--- src/rtl/pam4_pc_pkg.sv ---
package pam4_pc_pkg;
    localparam int SYM_W = 2;
    typedef logic [SYM_W-1:0] sym_t;
endpackage

--- src/rtl/pam4_pc_chain.sv ---
// Combinational modulo-4 recurrence across the lanes of one beat.
// DIFF=1: running difference against previous output (precoder).
// DIFF=0: sum with previous input (decoder).
module pam4_pc_chain
    import pam4_pc_pkg::*;
#(
    parameter int LANES = 4,
    parameter bit DIFF  = 1'b1
) (
    input  sym_t                   hist,
    input  logic [LANES*SYM_W-1:0] in_sym,
    output logic [LANES*SYM_W-1:0] out_sym,
    output sym_t                   last
);
    localparam int W = LANES * SYM_W;

    sym_t prev_w [LANES+1];

    assign prev_w[0] = hist;

    for (genvar k = 0; k < LANES; k++) begin : g_lane
        sym_t lane_in;
        sym_t lane_out;
        assign lane_in = in_sym[k*SYM_W +: SYM_W];
        if (DIFF) begin : g_diff
            assign lane_out      = lane_in - prev_w[k];
            assign prev_w[k+1]   = lane_out;
        end else begin : g_sum
            assign lane_out      = lane_in + prev_w[k];
            assign prev_w[k+1]   = lane_in;
        end
        assign out_sym[k*SYM_W +: SYM_W] = lane_out;
    end

    assign last = prev_w[LANES];

    logic unused_w;
    assign unused_w = ^W;
endmodule

--- src/rtl/pam4_pc_stage.sv ---
// One registered stage: chain plus history and output registers.
module pam4_pc_stage
    import pam4_pc_pkg::*;
#(
    parameter int LANES = 4,
    parameter bit DIFF  = 1'b1
) (
    input  logic                   clk,
    input  logic                   rst,
    input  logic                   en,
    input  logic                   bypass,
    input  sym_t                   init,
    input  logic                   in_valid,
    input  logic [LANES*SYM_W-1:0] in_sym,
    output logic                   out_valid,
    output logic [LANES*SYM_W-1:0] out_sym
);
    localparam int W = LANES * SYM_W;

    typedef struct packed {
        logic         vld;
        logic [W-1:0] sym;
        sym_t         hist;
    } st_t;

    st_t          st_d, st_q;
    logic [W-1:0] chain_sym;
    sym_t         chain_last;

    pam4_pc_chain #(.LANES(LANES), .DIFF(DIFF)) u_chain (
        .hist    (st_q.hist),
        .in_sym  (in_sym),
        .out_sym (chain_sym),
        .last    (chain_last)
    );

    always_comb begin
        st_d     = st_q;
        st_d.vld = 1'b0;
        if (en && in_valid) begin
            st_d.vld = 1'b1;
            if (bypass) begin
                st_d.sym = in_sym;
            end else begin
                st_d.sym  = chain_sym;
                st_d.hist = chain_last;
            end
        end
        if (rst) begin
            st_d.vld  = 1'b0;
            st_d.sym  = '0;
            st_d.hist = init;
        end
    end

    always_ff @(posedge clk) begin
        st_q <= st_d;
    end

    assign out_valid = st_q.vld;
    assign out_sym   = st_q.sym;
endmodule

--- src/rtl/pam4_pc_top.sv ---
module pam4_pc_top
    import pam4_pc_pkg::*;
#(
    parameter int LANES = 4
) (
    input  logic                   clk,
    input  logic                   rst,
    input  logic                   en,
    input  logic                   bypass,
    input  logic [1:0]             pre_init,
    input  logic [1:0]             dec_init,
    input  logic                   tx_valid,
    input  logic [2*LANES-1:0]     tx_sym,
    output logic                   pre_valid,
    output logic [2*LANES-1:0]     pre_sym,
    input  logic                   rx_valid,
    input  logic [2*LANES-1:0]     rx_sym,
    output logic                   dec_valid,
    output logic [2*LANES-1:0]     dec_sym
);
    pam4_pc_stage #(.LANES(LANES), .DIFF(1'b1)) u_pre (
        .clk       (clk),
        .rst       (rst),
        .en        (en),
        .bypass    (bypass),
        .init      (pre_init),
        .in_valid  (tx_valid),
        .in_sym    (tx_sym),
        .out_valid (pre_valid),
        .out_sym   (pre_sym)
    );

    pam4_pc_stage #(.LANES(LANES), .DIFF(1'b0)) u_dec (
        .clk       (clk),
        .rst       (rst),
        .en        (en),
        .bypass    (bypass),
        .init      (dec_init),
        .in_valid  (rx_valid),
        .in_sym    (rx_sym),
        .out_valid (dec_valid),
        .out_sym   (dec_sym)
    );
endmodule

--- config.mk ---
export PLATFORM = sky130hd
export DESIGN_NAME = pam4_pc_top
export DESIGN_NICKNAME = d
export VERILOG_FILES = /design/src/rtl/pam4_pc_pkg.sv /design/src/rtl/pam4_pc_chain.sv /design/src/rtl/pam4_pc_stage.sv /design/src/rtl/pam4_pc_top.sv
export SDC_FILE = /design/constraint.sdc
export NUM_CORES = 1
export LEC_CHECK = 0
export BUFFER_PORTS_ARGS = -buffer_cell sky130_fd_sc_hd__buf_2
export CAP_MARGIN = 30
export CELL_PAD_IN_SITES_DETAIL_PLACEMENT = 1
export CELL_PAD_IN_SITES_GLOBAL_PLACEMENT = 1
export CORE_MARGIN = 4
export CORE_UTILIZATION = 38
export DETAILED_ROUTE_END_ITERATION = 6
export PLACE_DENSITY = 0.88
export SYNTH_ARGS = -nofsm -noshare
export SYNTH_HDL_FRONTEND = slang
export SYNTH_HIERARCHICAL = 1
export SYNTH_SLANG_ARGS = --single-unit
export TNS_END_PERCENT = 5
--- constraint.sdc ---
create_clock -name clk -period 2.55 [get_ports clk]
set_input_delay 0.255 -clock clk [delete_from_list [all_inputs] [get_ports clk]]
set_output_delay 0.255 -clock clk [all_outputs]
set_load 0.1 [all_outputs]
Yosys cells after proc, flatten, opt, wreduce, memory -nomap -nowiden
Index checks and enable logic that the tools add are counted.
W data, S select, Z words.
{"block": "op_classes", "add_sub_neg": 8, "eq_ne": 1, "muxes": 8, "n_reduce_logical": 6}
{"op": "$mux W11", "n": 2}
{"op": "$mux W8", "n": 2}
{"op": "$add A2 B2 Y2", "n": 4}
{"op": "$mux W2", "n": 4}
{"op": "$sub A2 B2 Y2", "n": 4}
{"op": "$reduce_and A2 Y1", "n": 2}
{"op": "$reduce_bool A2 Y1", "n": 2}
{"op": "$logic_and A1 B1 Y1", "n": 2}
{"op": "$ne A2 B2 Y1 const B", "n": 1}
{"block": "totals", "ff_bits": 22, "input_bits": 26, "out_inout_bits": 18, "word_cells": 29}

Longest topological paths before layout
{"block": "logic_depth", "depth_word": 7, "ltp_mapped": 13, "mapped_depth_nobuf": 12}

Cells and area by module
The synthesis kept the hierarchy.
{"module": "pam4_pc_stage", "n_inst": 2, "cells_each": 58, "area_each_um2": 560.5, "seq_area_each_um2": 240.2}
{"module": "pam4_pc_chain (u_pre.u_chain)", "n_inst": 1, "cells_each": 21, "area_each_um2": 187.7, "seq_area_each_um2": 0.0}
{"module": "pam4_pc_chain (u_dec.u_chain)", "n_inst": 1, "cells_each": 10, "area_each_um2": 160.2, "seq_area_each_um2": 0.0}

Worst setup path before layout
OpenSTA, ideal clock, no wires.
{"block": "synth_path", "path_kind": "flip-flop to flip-flop", "from": "register u_pre/st_q[0] (netlist bit)", "to": "register u_pre.st_q, in the netlist u_pre/out_sym[7]", "setup_ns": 0.086, "arrival_ns": 2.216, "required_ns": 2.464, "slack_ns": 0.249, "stages_incl_launch_ff": 12, "path_buffers": 1, "synth_period_minus_slack_ns": 2.301, "path_cell_list": "edfxtp_1 -> ha_1 -> inv_1 -> ha_1 -> inv_1 -> ha_1 -> xor2_1 -> xnor3_2 -> xnor2_1 -> buf_4 -> mux2i_1 -> a211oi_1"}
{"block": "synth_via", "elab_chain_len": 5}
{"item": "from (decl)", "line_no": "pam4_pc_stage.sv:26", "source": "st_t st_d, st_q;"}
{"item": "from (signal assigned)", "line_no": "pam4_pc_stage.sv:57", "source": "st_q <= st_d;"}
{"item": "$sub A2 B2 Y2", "line_no": "pam4_pc_chain.sv:26", "source": "assign lane_out = lane_in - prev_w[k];"}
{"item": "via u_pre.chain_sym[0]", "line_no": "pam4_pc_stage.sv:27", "source": "logic [W-1:0] chain_sym;"}
{"item": "$sub A2 B2 Y2", "line_no": "pam4_pc_chain.sv:26"}
{"item": "via u_pre.chain_sym[2]", "line_no": "pam4_pc_stage.sv:27"}
{"item": "$sub A2 B2 Y2", "line_no": "pam4_pc_chain.sv:26"}
{"item": "via u_pre.chain_sym[5]", "line_no": "pam4_pc_stage.sv:27"}
{"item": "$sub A2 B2 Y2", "line_no": "pam4_pc_chain.sv:26"}
{"item": "via u_pre.chain_last[1]", "line_no": "pam4_pc_stage.sv:28", "source": "sym_t chain_last;"}
{"item": "$mux W8", "line_no": "pam4_pc_stage.sv:42", "source": "if (bypass) begin"}
The timed path passes the listed nets, and every way through them passes these cells.
A chain may end at the register's enable or synchronous reset.

==> summary.md <==
| Metric | Value |
|---|---|
| Placed cell count | 208 |
| Buf/Inv on CP | 2 |
| Setup bufs post-CTS | 0 |
| Area Overhead vs Synth | 7.58% |
| Number of placement rows | 22 |
| Post-detail-place hpwl | 2.47 mm |
| Setup_tns | 0 ps |
| Vias per cell | 5.03 |
| Cell area after placement | 0.00153 mm2 |
| Synth top area cells | dfxtp_1 25%, mux2i_1 11%, buf_4 10%, a211oi_1 8.2%, edfxtp_1 8.2% |
| TritonCTS clock tree | yes |
| DR WL/cell | 15.5 um |
| CP required | 2650 ps |
| Syn_nets | 181 |
| Hold_buf cts | 0 |
| Diode count | 0 |
| Gr ovfl total | 0 |
| Routability Congestion | 0.853 |
| Fraction of the mapped netlist area in adder cells | 6.81% |
| Clock Latency Late Sink | 260 ps |
| Hold_ws | 277 ps |
| Drt pass-1 iters | 4 |
| Most used cell, CP | ha_1 |
| Post-Syn Area | 0.00147 mm2 |
| Skew final | 0.471 ps |
| Tcrit/Tclk final | 95.2% |
| Critical path cell sequence | ha_1 -> inv_1 -> ha_1 -> inv_1 -> ha_1 -> xor2_1 -> xnor3_2 -> xnor2_2 -> nand3_1 -> o21ai_0 |
| GRT Total Usage | 13.4% |
| Yosys reg bits | 22 |
| Initial Util | 39.8% |
| # IOs | 44 |
| Synth Area in Compound Gates | 16.0% |
| Layout Nets | 199 |
| Max-cap violations | 0 |
| Drt drc | 0 |
| Buffers on Ports | 43 |
| Maximum fanout along the worst path | 2 |
| Status | finished clean |
| Fin crit period | 2430 ps |
| Worst Hold Class | input pin to register |
| Layout cells sized above 1 | 30.1% |
| Synth area leader | dfxtp_1 |
| Initial antenna violation count | 0 |
| Fin. Hold Viols | 0 |
| Die width | 70.2 um |
| Library cells used by synthesis | 21 |
| Fillers | 446 |
| Family with the most delay on the worst path | XOR/XNOR gates |
| Critical path's slowest cell | xnor3_2 |
| Drt total wl | 3.27 mm |
| Vias in the first global route | 1130 |
| Startpoint types | register |
| Area fraction of the dominant cell type after synthesis | 24.5% |
| Warnings from Yosys | 6 |
| P_leak | 0.780 nW |
| Post-CTS sizing | 0 |
| PD cells | 650 mW/mm2 |
| Worst Tran Pin Value | 523 ps |
| CP peak stage delay | 400 ps |
| Largest net degree at the start of global routing | 29 |
| Kind of critical path | register to register |
| Design Area, Final | 0.00158 mm2 |
| Slew Limit Fails | 0 |
| Remaining antenna violation count | 0 |
| CTS sink count | 22 |
| Die height | 70.2 um |
| Sequential area share after synthesis | 32.7% |
| CTS Buf Count | 3 |
| Total power | 1.03 mW |
| Slew margin rel. | 65.1% |
| Post-Synth Simple-Gate Area | 4.26% |
| Drt first-iter violations | 39 |
| Core area | 0.00369 mm2 |
| Post-Synth XOR/XNOR Area | 12.8% |
| Final setup viols | 0 |
| Syn_area_per_cell | 9.99 um2 |
| Cells after Synth | 147 |
| Die area | 0.00492 mm2 |
| Finished Layout Cells | 211 |
| Routed via count | 1061 |
| Crit path DAT | 2530 ps |
| Mux contribution to synthesized area | 10.9% |
| Clock transition at path regs | 80 ps |
| H-tree Lvls | 1 |
| Global-route wire length before repair | 5.33 mm |
| CTS Root Cell | clkbuf_8 |
| CTS max path bufs | 2 |
| Max frequency | 0.412 GHz |
| Largest family of logic cells by synthesized area | buffers and inverters |
| CP Capture Type | register |
| Peak VDD IR | 374 uV |
[power by group]
part           total (mW)  leakage [nW]  internal [mW]  switching, mW
Clock               0.218        0.0216          0.105          0.112
Sequential          0.394         0.189          0.382         0.0118
Combinational       0.417         0.569          0.141          0.275
[path summary, 6_finish.rpt]
path	startpoint	end	slack, ps	cells past startpoint
min reg2reg	u_dec/out_sym[6]	u_dec/out_sym[6]	520	2
max	u_pre/st_q[0]	u_pre/st_q[1]	120	10
min	dec_init[0]	u_dec/st_q[0]	280	3
max reg2reg	u_pre/st_q[0]	u_pre/st_q[1]	120	10
[cell usage in the layout (no fill, tap or decap), drive strengths merged]
| cell | n |
|---|---|
| xnor3 | 1 |
| a21oi | 16 |
| dfxtp | 18 |
| o21ai | 4 |
| o21bai | 2 |
| a211oi | 16 |
| xnor2 | 4 |
| and2 | 2 |
| xor2 | 1 |
| buf | 43 |
| mux2i | 16 |
| nor2 | 2 |
| inv | 8 |
| clkbuf | 3 |
| edfxtp | 4 |
| nand3 | 4 |
| ha | 8 |
| xor3 | 5 |
| nand2 | 6 |
[area by class of cell]
class	instances	area [um2]	share of cell area (%)
Clock buffer	3	41.3	2.61
Inverter	8	30.0	1.90
Multi-Input combinational cell	87	753	47.7
Sequential cell	22	480	30.4
Tap cell	48	60.1	3.80
Timing Repair Buffer	43	215	13.6
[metal layers]
metal	wire length, um	share of wire, %	track usage [%]
met1	1400	43	16.5
met2	1670	51	24.4
met5	0	0	0
met4	11	0.34	1.28
met3	193	5.9	3.17
[cells in the mapped netlist]
cell type  instances
a211oi_1          16
a21oi_1           16
and2_1             2
buf_2              8
buf_4             20
buf_6              2
dfxtp_1           18
edfxtp_1           4
ha_1               8
inv_1              8
mux2i_1           16
nand2_1            6
nand3_1            4
nor2_1             2
o21ai_0            4
o21bai_1           2
xnor2_1            4
xnor3_2            1
xor2_1             1
xor3_1             4
xor3_2             1
[per-stage QoR]
| stage | setup WS, ps | utilization [%] |
|---|---|---|
| floorplan | 249 | - |
| global placement | 237 | 41.5 |
| detailed placement | 59.9 | 41.5 |
| CTS | 80.3 | 42.6 |
| global route | -11.3 | 42.8 |
| finish | 122 | 42.8 |
[sequential cells by signal, summed over array words and instances, names as in the netlist]
name             flops
u_pre/st_q           2
u_dec/st_q           2
u_pre/out_valid      1
u_dec/out_sym        8
u_dec/out_valid      1
u_pre/out_sym        8
[kinds of logic after synthesis]
family | Yosys count
muxes | 16
xor gates and xnor gates | 11
buffers and inverters | 38
AOI/OAI and AO/OA | 38
DFF | 22
and+or+nand+nor | 14
adders and majority gates | 8
[worst min-delay path, stage by stage]
cell and delay (ps):
buf_2 80, nand2_1 40, o21ai_0 60
No activity file was read; power rests on OpenSTA's default activity.
